**src/rtl/accport_pkg.sv**
```systemverilog
package accport_pkg;

  // Strobes from pointer control to the accumulator datapath
  typedef struct packed {
    logic doClear;   // zero the accumulator
    logic doAccum;   // add reported result
    logic doWrite;   // replace the selected byte
  } accStrobes_t;

endpackage

```
**src/rtl/acc_ctrl.sv**
```systemverilog
module acc_ctrl
  import accport_pkg::*;
#(
  parameter int NUM_BYTES = 5,
  localparam int PTR_W = $clog2(NUM_BYTES)
) (
  input  logic             clk,
  input  logic             rstN,
  input  logic             rdEn,
  input  logic             wrEn,
  input  logic             resValid,
  input  logic             resIsShift,
  input  logic             clrAcc,
  input  logic             ptrRst,
  output accStrobes_t      strobes,
  output logic [PTR_W-1:0] rdPtr,
  output logic [PTR_W-1:0] wrPtr
);

  localparam logic [PTR_W-1:0] TOP_IDX = PTR_W'(NUM_BYTES - 1);
  localparam logic [PTR_W-1:0] BOT_IDX = '0;

  logic ptrHome;
  logic rdStep;
  logic wrStep;

  always_comb begin
    ptrHome         = resValid | clrAcc | ptrRst;
    strobes.doClear = clrAcc;
    strobes.doAccum = resValid & ~resIsShift & ~clrAcc;
    strobes.doWrite = wrEn & ~resValid & ~clrAcc;
    rdStep          = rdEn & ~ptrHome & (rdPtr != BOT_IDX);
    wrStep          = strobes.doWrite & ~ptrHome & (wrPtr != TOP_IDX);
  end

  always_ff @(posedge clk) begin
    if (!rstN) begin
      rdPtr <= TOP_IDX;
      wrPtr <= BOT_IDX;
    end else if (ptrHome) begin
      rdPtr <= TOP_IDX;
      wrPtr <= BOT_IDX;
    end else begin
      if (rdStep) rdPtr <= rdPtr - 1'b1;
      if (wrStep) wrPtr <= wrPtr + 1'b1;
    end
  end


  ptr_home_chk: assert property (@(posedge clk) disable iff (!rstN)
    (resValid || clrAcc || ptrRst) |=> (rdPtr == TOP_IDX && wrPtr == BOT_IDX));


  rd_ptr_sat_chk: assert property (@(posedge clk) disable iff (!rstN)
    (rdPtr == BOT_IDX && rdEn) |=> (rdPtr == BOT_IDX || rdPtr == TOP_IDX));


  wr_ptr_step_chk: assert property (@(posedge clk) disable iff (!rstN)
    (wrEn && !resValid && !clrAcc && !ptrRst && wrPtr != TOP_IDX)
      |=> (wrPtr == $past(wrPtr) + 1'b1));


  rd_ptr_range_chk: assert property (@(posedge clk) disable iff (!rstN)
    (rdPtr <= TOP_IDX && wrPtr <= TOP_IDX));

endmodule

```
**src/rtl/acc_datapath.sv**
```systemverilog
module acc_datapath
  import accport_pkg::*;
#(
  parameter int BYTE_W    = 8,
  parameter int NUM_BYTES = 5,
  localparam int ACC_W = BYTE_W * NUM_BYTES,
  localparam int PTR_W = $clog2(NUM_BYTES)
) (
  input  logic              clk,
  input  logic              rstN,
  input  accStrobes_t       strobes,
  input  logic [PTR_W-1:0]  rdSel,
  input  logic [PTR_W-1:0]  wrSel,
  input  logic [BYTE_W-1:0] wrData,
  input  logic [ACC_W-1:0]  resValue,
  output logic [BYTE_W-1:0] rdData,
  output logic [ACC_W-1:0]  accValue
);

  logic [NUM_BYTES-1:0][BYTE_W-1:0] accR;
  logic [NUM_BYTES-1:0][BYTE_W-1:0] laneWr;
  logic [ACC_W-1:0]                 sumVal;
  logic [ACC_W-1:0]                 accNext;

  // per-lane byte replacement
  for (genvar g = 0; g < NUM_BYTES; g++) begin : g_lane
    always_comb begin
      laneWr[g] = (strobes.doWrite && wrSel == PTR_W'(g)) ? wrData : accR[g];
    end
  end

  always_comb begin
    sumVal = accR + resValue;
    if (strobes.doClear)      accNext = '0;
    else if (strobes.doAccum) accNext = sumVal;
    else                      accNext = laneWr;
  end

  always_ff @(posedge clk) begin
    if (!rstN) accR <= '0;
    else       accR <= accNext;
  end

  always_comb begin
    rdData = (rdSel < PTR_W'(NUM_BYTES)) ? accR[rdSel] : '0;
  end

  assign accValue = accR;


  clear_zero_chk: assert property (@(posedge clk) disable iff (!rstN)
    strobes.doClear |=> (accValue == '0));


  idle_hold_chk: assert property (@(posedge clk) disable iff (!rstN)
    (!strobes.doClear && !strobes.doAccum && !strobes.doWrite) |=> $stable(accValue));

endmodule

```
**src/rtl/acc_byte_port.sv**
```systemverilog
module acc_byte_port
  import accport_pkg::*;
#(
  parameter int BYTE_W    = 8,
  parameter int NUM_BYTES = 5,
  localparam int ACC_W = BYTE_W * NUM_BYTES,
  localparam int PTR_W = $clog2(NUM_BYTES)
) (
  input  logic              clk,
  input  logic              rstN,
  input  logic              rdEn,
  input  logic              wrEn,
  input  logic [BYTE_W-1:0] wrData,
  output logic [BYTE_W-1:0] rdData,
  input  logic              resValid,
  input  logic              resIsShift,
  input  logic [ACC_W-1:0]  resValue,
  input  logic              clrAcc,
  input  logic              ptrRst,
  output logic [ACC_W-1:0]  accValue
);

  accStrobes_t      strobes;
  logic [PTR_W-1:0] rdPtr;
  logic [PTR_W-1:0] wrPtr;

  acc_ctrl #(.NUM_BYTES(NUM_BYTES)) u_ctrl (
    .clk(clk), .rstN(rstN), .rdEn(rdEn), .wrEn(wrEn),
    .resValid(resValid), .resIsShift(resIsShift),
    .clrAcc(clrAcc), .ptrRst(ptrRst),
    .strobes(strobes), .rdPtr(rdPtr), .wrPtr(wrPtr)
  );

  acc_datapath #(.BYTE_W(BYTE_W), .NUM_BYTES(NUM_BYTES)) u_dp (
    .clk(clk), .rstN(rstN), .strobes(strobes),
    .rdSel(rdPtr), .wrSel(wrPtr), .wrData(wrData),
    .resValue(resValue), .rdData(rdData), .accValue(accValue)
  );


  accum_sum_chk: assert property (@(posedge clk) disable iff (!rstN)
    (resValid && !resIsShift && !clrAcc)
      |=> (accValue == ($past(accValue) + $past(resValue))));


  shift_no_acc_chk: assert property (@(posedge clk) disable iff (!rstN)
    (resValid && resIsShift && !clrAcc) |=> $stable(accValue));


  write_drop_chk: assert property (@(posedge clk) disable iff (!rstN)
    (resValid && resIsShift && wrEn && !clrAcc) |=> $stable(accValue));

endmodule

```
**config.mk**
```make
export PLATFORM = sky130hd
export DESIGN_NAME = acc_byte_port
export DESIGN_NICKNAME = d
export VERILOG_FILES = /design/src/rtl/accport_pkg.sv /design/src/rtl/acc_ctrl.sv /design/src/rtl/acc_datapath.sv /design/src/rtl/acc_byte_port.sv
export SDC_FILE = /design/constraint.sdc
export NUM_CORES = 1
export LEC_CHECK = 0
export CORE_ASPECT_RATIO = 1.4
export CORE_MARGIN = 4
export CORE_UTILIZATION = 40
export DETAILED_ROUTE_END_ITERATION = 8
export PLACE_DENSITY = 0.69
export SYNTH_ARGS = -nofsm -noshare
export SYNTH_HDL_FRONTEND = slang
export SYNTH_SLANG_ARGS = --single-unit
```
**constraint.sdc**
```tcl
create_clock -name clk -period 3.65 [get_ports clk]
set_clock_uncertainty 0.15 [all_clocks]
set_input_delay 0.9125 -clock clk [delete_from_list [all_inputs] [get_ports clk]]
set_output_delay 0.9125 -clock clk [all_outputs]
set_load 0.03 [all_outputs]
```
==> results.json, run 1 <==
{
  "first_pass_iters": 6,
  "num_antenna_cells": 0,
  "period_share_pct": 96.18,
  "grt_pass1_wl_um": 26920,
  "root_buffer": "clkbuf_16",
  "fin_tns_setup_ps": 0,
  "syn-cell-area_mm2": 0.004623,
  "layout-drive-gt1-share_pct": 14.06,
  "critPathArrivalTime_ps": 3560,
  "r2r_slack_ps": 570,
  "ys_ff_latch": 46,
  "setup.worst_path.class": "input port to register",
  "clk_path_buf_depth": 2,
  "start_kind": "input port",
  "drtAntennaViolNets": 0,
  "synth_edf_count": 0,
  "total_leakage_power_nw": 2.645,
  "crit_fanout": 6,
  "synthDistinctLibCells": 52,
  "hold_class": "register to register",
  "via_per_inst": 5.899,
  "required_ps": 3700,
  "syn-num-nets": 712,
  "worstSetupEndpointType": "register",
  "grt_pass1_vias": 5293,
  "die_w_um": 98.86,
  "clock_sinks": 46,
  "grt-ovfl-total": 0,
  "postSynth.asyncResetShare_pct": 0,
  "pin_count": 104,
  "status": "finished, final reports clean",
  "final_common_cell": "clkdlybuf4s50_1",
  "drc_errors": 0,
  "synth_flop_cell": "dfxtp_1",
  "fp.dieH_um": 135.2,
  "ctsHoldBuffers": 0,
  "postPlaceCellArea_mm2": 0.006245,
  "fillers": 1051,
  "drv_cap": 0,
  "fin_util_pct": 56.96,
  "drt_iter0_markers": 365,
  "placed_cells": 895,
  "grt_max_degree": 33,
  "rows": 46,
  "port_buffers": 103,
  "gp_congestion": 0.8937,
  "avgRoutedWirePerCell_um": 18.86,
  "num_vias": 5339,
  "fin_crit_ps": 3510,
  "antenna_found_initial": 0,
  "fin_cells": 905,
  "final_area_mm2": 0.006459,
  "r2r_cells": 11,
  "holdWs_ps": 391.9,
  "p_per_area_mw_per_mm2": 216.1,
  "finalMaxSlewViolations": 0,
  "numCtsBuffers": 5,
  "start_util_pct": 40.77,
  "syn_avg_cell_area_um2": 7.591,
  "die_area_mm2": 0.01337,
  "vdd_ir_drop_max_mv": 0.1787,
  "dp_hpwl_um": 13740,
  "max_freq_mhz": 284.9,
  "yosysSeqAreaShare_pct": 19.92,
  "yosysWarnings": 0,
  "final_cell_mix": "clkdlybuf4s50_1, buf_4, nand2_1, nor2_1, a21oi_1",
  "core_mm2": 0.01134,
  "maxSlewHeadroom_pct": 62.48,
  "nNetsFinal": 864,
  "clock_latency_ps": 290,
  "syn-instance-count": 609,
  "worst_slew_pin_slew_ps": 556.9,
  "area_delta_synth_final_pct": 39.70,
  "grt_usage_pct": 24.88,
  "crit_end": "u_dp.accValue[37]",
  "htree_levels": 2,
  "startpoint": "resValue[6]",
  "hold_violations": 0,
  "setup_violations": 0,
  "cts_tree": "yes",
  "routed_wl_um": 17070,
  "reg2reg_from": "u_dp.accValue[0]",
  "rsz0062_at_grt": "no",
  "timing.rr.end": "u_dp.accValue[38]",
  "clk_pin_slew_ps": 60
}
-- logic make-up after synthesis --
logic type	after synthesis	synth area share (%)
simple gates	201	20.05
xor+xnor	34	6.441
mux	34	9.662
buf+inv	56	4.628
compound gates	191	26.41
flops	46	19.92
fa+ha+maj	47	12.88
-- repair_timing --
action                                  4_1_cts  5_1_grt
resized for setup                             6       10
pin swaps                                     5        8
endpoints found under the setup margin        7       15
buffers inserted                              1        2
-- stage by stage --
stage	power (W)	setup WS, ps
final	0.001396	139.5
after global routing	0.001450	0.7416
after CTS	0.001388	16.63
after detailed placement	0.0009575	-478.3
after global placement	0.0009536	-409.2
after floorplan	0.0007515	170.2
-- worst min path at each step --
stage,startpoint,endpoint,cells past startpoint
global route,u_ctrl.wrPtr[2],u_ctrl.wrPtr[2],2
detailed placement,u_ctrl.wrPtr[2],u_ctrl.wrPtr[2],2
global placement,u_ctrl.wrPtr[2],u_ctrl.wrPtr[2],2
finish,u_ctrl.wrPtr[2],u_ctrl.wrPtr[2],2
CTS,u_ctrl.wrPtr[2],u_ctrl.wrPtr[2],2
floorplan,u_ctrl.wrPtr[2],u_ctrl.wrPtr[2],2
-- final cells by class --
| cell class | instances | area, um2 | share of cell area, % |
|---|---|---|---|
| clock buffers | 7 | 132.6 | 2.053 |
| inverters | 25 | 93.84 | 1.453 |
| multi-input cells | 507 | 3547 | 54.92 |
| flip-flops and latches | 46 | 920.9 | 14.26 |
| well taps | 144 | 180.2 | 2.790 |
| repair buffers | 176 | 1584 | 24.53 |
-- power by group --
part | internal (W) | total, W | switching, W | leakage, nW
Combinational | 0.000209 | 0.000430 | 0.000221 | 2.21
Sequential | 0.000512 | 0.000530 | 0.0000179 | 0.372
Clock | 0.000251 | 0.000435 | 0.000185 | 0.0640
-- registers in the layout, summed over array words and instances, names as in the netlist --
signal	flops
u_ctrl.rdPtr	3
u_ctrl.wrPtr	3
u_dp.accValue	40
-- cell usage after synthesis (all sizes together), types with 7 or more instances --
cell / instances / area [um2]
mux2i: 21 / 210.2
nor2: 55 / 206.5
a311oi: 13 / 113.9
a21oi: 56 / 284.0
a211oi: 8 / 60.06
dfxtp: 46 / 920.9
nand3: 30 / 150.1
o21ai: 40 / 200.2
inv: 25 / 93.84
nor3: 11 / 55.05
clkbuf: 26 / 97.59
a21o: 20 / 150.1
o22ai: 14 / 87.58
nand2: 63 / 236.5
nand4: 10 / 62.56
ha: 46 / 575.6
nand2b: 7 / 43.79
mux4: 8 / 180.2
xor2: 9 / 78.83
xnor2: 25 / 219.0
-- metal layers --
metal	wire, um	track usage, %	share of wire [%]	vias up
met3	1036	2.679	6.1	58
met1	6736	30.18	39	2500
li1	-	-	-	2547
met4	642	9.795	3.8	0
met2	8656	44.62	51	234
met5	0	0	0	-
-- worst max-delay path: stages --
cell and delay, ps:
clkdlybuf4s50_1 400, ha_1 380, a21oi_2 200, o21ai_0 130, buf_4 160, a41oi_1 270
o2111a_1 360, nor2_1 130, a211oi_1 280, a21boi_0 140, o31ai_1 200
Note: power is estimated with default switching activity, not from simulation.
==> run 2: changes to the inputs <==
Settings changed: PLACE_DENSITY 0.69 to 0.71.
Clock period 3.65 ns to 3.18 ns, I/O delays scaled along.
==> run 2 against run 1 <==
Critical path depth is 2 lower. Clock power is 16% higher. Die area stayed put. Sequential cell count stayed put. Critical endpoint is now u_dp.accValue[36].
==> results.json, run 2 (synthesis gave the netlist of run 1 again) <==
{
  "drv_cap": 0,
  "regArea_um2": 922.1,
  "gp_congestion": 0.9101,
  "clk_path_buf_depth": 2,
  "rows": 46,
  "required_ps": 3190,
  "critPathArrivalTime_ps": 3100,
  "fin_tns_setup_ps": 0,
  "vdd_ir_drop_max_mv": 0.1868,
  "final_area_mm2": 0.007171,
  "period_share_pct": 97.16,
  "grt_max_degree": 31,
  "max_freq_mhz": 323.7,
  "finalMaxSlewViolations": 0,
  "clock_sinks": 46,
  "hold_path_end": "u_ctrl.wrPtr[2]",
  "clock_latency_ps": 290,
  "holdWs_ps": 400.9,
  "num_antenna_cells": 0,
  "drtAntennaViolNets": 0,
  "p_per_area_mw_per_mm2": 233.4,
  "p_sw_w": 0.0005175,
  "setup_violations": 0,
  "htree_levels": 2,
  "fin_crit_ps": 3090,
  "grt_usage_pct": 27.01,
  "core_mm2": 0.01134,
  "hold_violations": 0,
  "worst_slew_pin_slew_ps": 512.8,
  "root_buffer": "clkbuf_16",
  "drc_errors": 0,
  "routed_wl_um": 18550,
  "fin_cells": 957,
  "nNetsFinal": 916,
  "start_util_pct": 40.77,
  "multiInputGateArea_mm2": 0.003857,
  "layout-drive-gt1-share_pct": 24.60,
  "die_w_um": 98.86,
  "start_kind": "input port",
  "hold_class": "register to register",
  "area_delta_synth_final_pct": 55.10,
  "numCtsBuffers": 5,
  "p_int_w": 0.001156,
  "antenna_found_initial": 0,
  "r2r_cells": 11,
  "grt_pass1_wl_um": 29100,
  "min_from": "u_ctrl.wrPtr[2]",
  "cts_tree": "yes",
  "die_area_mm2": 0.01337,
  "total_leakage_power_nw": 3.022,
  "avgRoutedWirePerCell_um": 19.39,
  "via_per_inst": 5.894,
  "rsz0062_at_grt": "yes",
  "postPlaceCellArea_mm2": 0.006635,
  "power.clock.fraction_pct": 30.2,
  "status": "finished, final reports clean",
  "combPwrFrac_pct": 33.4,
  "r2r_slack_ps": 390,
  "final_cell_mix": "buf_4, clkdlybuf4s50_1, nand2_1, nor2_1, a21oi_1",
  "min_path_cells": 2,
  "num_vias": 5641,
  "worstSetupEndpointType": "register",
  "p_sw_share_pct": 30.93,
  "placed_cells": 944,
  "grt-ovfl-total": 0,
  "dp_hpwl_um": 14330,
  "crit_fanout": 4,
  "timing.rr.end": "u_dp.accValue[38]",
  "fillers": 980,
  "fp.dieH_um": 135.2,
  "first_pass_iters": 5,
  "port_buffers": 103,
  "grt_pass1_vias": 5744,
  "clk_pin_slew_ps": 60,
  "reg2reg_from": "u_dp.accValue[0]",
  "largest_reg_flops": 40,
  "pin_count": 104,
  "drt_iter0_markers": 385,
  "maxSlewHeadroom_pct": 65.81,
  "final_common_cell": "buf_4",
  "pwr-share-seq_pct": 36.4,
  "setup.worst_path.class": "input port to register"
}
-- run 2: cell count changes in the layout (fill, tap and decap cells not counted), moves of 4 or more --
cell,before,now
buf_4,73,124
ha_1,45,31
ha_4,0,13
clkdlybuf4s50_1,101,89
a21oi_1,54,47
dlygate4sd2_1,0,6
a21oi_2,1,6
dlymetal6s2s_1,2,6
-- run 2: final cells by class --
type / count / area share, %
inverter: 25 / 1.309
clock buffer: 7 / 1.850
timing repair buffer: 228 / 27.67
sequential: 46 / 12.86
multi-input combinational: 507 / 53.80
tap: 144 / 2.513
-- run 2: repair_timing --
action | CTS | global route
gates resized for setup | 46 | 35
endpoints found under the hold margin | 0 | 0
buffers inserted | 6 | 1
setup endpoints to repair | 22 | 22
pin swaps | 18 | 26
hold buffers | 0 | 0
-- run 2: power groups by stage --
stage                     Sequential (W)  Combinational, W  Clock [W]
after floorplan                 0.000631          0.000232          0
after global placement          0.000618          0.000505          0
after detailed placement        0.000618          0.000511          0
after CTS                       0.000607          0.000533   0.000508
after global routing            0.000609          0.000601   0.000526
final                           0.000609          0.000559   0.000505
-- run 2: through the flow --
step | worst slack [ps] | total power (W) | utilization (%)
after floorplan | -25.59 | 0.0008633 | -
after global placement | -623.2 | 0.001123 | 58.52
after detailed placement | -741.0 | 0.001129 | 58.52
after CTS | 8.777 | 0.001648 | 61.55
after global routing | -18.89 | 0.001737 | 63.24
final | 90.38 | 0.001673 | 63.24
-- run 2: critical path: stages --
cell and delay, ps:
clkdlybuf4s50_1 400, ha_1 350, nand4_1 180, or4_4 530, nor3_4 260, o21ai_4 100
o31ai_2 250, xnor2_1 140, o22ai_1 90
-- run 2: worst max-delay path by stage --
stage / from / to / slack, ps / depth (start not counted)
4_1_cts: resValue[5] / u_dp.accValue[33] / 9 / 12
3_5_place_dp: resValue[0] / u_dp.accValue[32] / -740 / 13
6_report: resValue[16] / u_dp.accValue[36] / 90 / 9
5_1_grt: resValue[1] / u_dp.accValue[30] / -20 / 11
2_1_floorplan: resValue[0] / u_dp.accValue[38] / -30 / 11
3_3_place_gp: resValue[0] / u_dp.accValue[38] / -620 / 12
-- run 2: routing by layer --
| metal | vias to the layer above | global-route usage (%) | part of all wire (%) |
|---|---|---|---|
| li1 | 2667 | - | - |
| met4 | 0 | 11.31 | 4.5 |
| met5 | - | 0 | 0 |
| met2 | 252 | 49.33 | 51 |
| met3 | 61 | 2.421 | 5.7 |
| met1 | 2661 | 32.00 | 39 |
==> run 3: changes to the inputs <==
Settings changed: CAP_MARGIN set to 20, PLACE_DENSITY 0.71 to 0.69.
Clock period 3.18 ns to 3.5 ns, I/O delays scaled along.
==> run 3 against run 2 <==
Clock power is 6.7% higher. Register-to-register slack gained 120 ps. Worst setup slack better by 26 ps. Cell count is 4.1% lower. Critical endpoint is now u_dp.accValue[38]. Largest cell class unchanged. Largest power group unchanged.
==> results.json, run 3 (synthesis gave the netlist of run 1 again) <==
{
  "port_buffers": 103,
  "drt_iter0_markers": 383,
  "worstSetupEndpointType": "register",
  "grt_pass1_vias": 5290,
  "die_area_mm2": 0.01337,
  "clk_pin_slew_ps": 60,
  "cp_slowest_stage_delay_ps": 420,
  "dp_hpwl_um": 13740,
  "drc_errors": 0,
  "p_per_area_mw_per_mm2": 234.7,
  "start_kind": "input port",
  "required_ps": 3510,
  "crit_top_cell": "o31a_1",
  "setup.worst_path.class": "input port to register",
  "grt_pass1_wl_um": 26820,
  "grt-ovfl-total": 0,
  "grt_max_degree": 33,
  "start_util_pct": 40.77,
  "num_vias": 5418,
  "setup_violations": 0,
  "die_w_um": 98.86,
  "fillers": 1045,
  "finalMaxSlewViolations": 0,
  "crit_fanout": 5,
  "largest_reg_flops": 40,
  "num_antenna_cells": 0,
  "via_per_inst": 5.902,
  "r2r_slack_ps": 510,
  "clock_latency_ps": 290,
  "max_freq_mhz": 295.5,
  "area_delta_synth_final_pct": 43.00,
  "avgRoutedWirePerCell_um": 18.68,
  "drtAntennaViolNets": 0,
  "fin_util_pct": 58.31,
  "antenna_found_initial": 0,
  "cpLargestDelayFamily": "compound AO/OA/AOI/OAI gates",
  "critPathArrivalTime_ps": 3400,
  "final_common_cell": "clkdlybuf4s50_1",
  "first_pass_iters": 5,
  "layout-drive-gt1-share_pct": 16.41,
  "hold_violations": 0,
  "clock_sinks": 46,
  "maxSlewHeadroom_pct": 64.16,
  "cts_tree": "yes",
  "worst_slew_pin_slew_ps": 537.6,
  "nNetsFinal": 876,
  "worst-path-buf-inv": 1,
  "pin_count": 104,
  "fp.dieH_um": 135.2,
  "critical_path.slowest_cell": "clkdlybuf4s50_1",
  "rsz0062_at_grt": "no",
  "routed_wl_um": 17150,
  "gp_congestion": 0.9105,
  "drv_cap": 0,
  "fin_crit_ps": 3384,
  "rows": 46,
  "vdd_ir_drop_max_mv": 0.2015,
  "htree_levels": 2,
  "p_total_w": 0.001552,
  "status": "finished, final reports clean",
  "hold_class": "register to register",
  "root_buffer": "clkbuf_16",
  "final_cell_mix": "clkdlybuf4s50_1, buf_4, nand2_1, nor2_1, a21oi_1",
  "grt_usage_pct": 24.71,
  "clk_path_buf_depth": 2,
  "numCtsBuffers": 5,
  "period_share_pct": 96.67,
  "fin_tns_setup_ps": 0,
  "core_mm2": 0.01134,
  "cp_cell_sequence": "clkdlybuf4s50_1 -> ha_1 -> nand3_1 -> nor2_2 -> a211oi_2 -> o31a_1 -> o31a_1 -> o41ai_2 -> xnor2_1 -> o22ai_1",
  "total_leakage_power_nw": 2.723
}
run 3: cell count changes in the layout (fill, tap and decap cells not counted), moves of 5 or more:
cell,change
ha_1,+12
o21ai_1,+5
buf_4,-40
a21oi_1,+6
ha_4,-12
clkdlybuf4s50_1,+12
dlygate4sd2_1,-6
run 3: layout make-up:
class                      count  area (um2)  area share (%)
clock buffer                   5       125.1           1.893
clock inverter                 3       40.04          0.6056
inverter                      25       93.84           1.419
multi-input combinational    507        3565           53.92
sequential                    46       920.9           13.93
tap                          144       180.2           2.725
timing repair buffer         188        1687           25.51
run 3: path summary, 6_finish.rpt:
| kind | startpoint | endpoint | cells after the start |
|---|---|---|---|
| worst min-delay path | u_ctrl.wrPtr[2] | u_ctrl.wrPtr[2] | 2 |
| worst max register to register | u_dp.accValue[0] | u_dp.accValue[38] | 11 |
| worst min register to register | u_ctrl.wrPtr[2] | u_ctrl.wrPtr[2] | 2 |
| worst max-delay path | resValue[9] | u_dp.accValue[38] | 10 |
run 3: through the flow:
| step | hold slack [ps] | setup WS [ps] | cell area [um2] | cells |
|---|---|---|---|---|
| after floorplan | 338.8 | 57.71 | 4623 | 609 |
| after global placement | 369.8 | -526.2 | 6347 | 907 |
| after detailed placement | 371.0 | -660.6 | 6347 | 907 |
| after CTS | 379.8 | -12.41 | 6563 | 916 |
| after global routing | 404.5 | 5.019 | 6611 | 918 |
| final | 373.7 | 116.4 | 6611 | 918 |
run 3: where the power goes:
group	internal, W	switching [W]	leakage (nW)
logic	0.000228	0.000232	2.27
clock network	0.000334	0.000204	0.0836
registers	0.000534	0.0000185	0.372
run 3: tightest hold or removal path, cell delays in order (launching register included):
cell and delay [ps]:
dfxtp_1 340, o21ai_0 80, a21oi_1 60
run 3: what timing repair did:
item | CTS | global route
endpoints found under the setup margin | 12 | 15
gates resized for setup | 9 | 15
hold buffers | 0 | 0
buffers inserted | 1 | 2
pin swaps | 7 | 10
run 3: layer usage:
layer  up-vias  wire (um)  track usage [%]
li1       2598          -                -
met1      2570       6887            29.12
met2       211       8894            45.18
met3        39        875            3.297
met4         0        490            8.960
met5         -          0                0
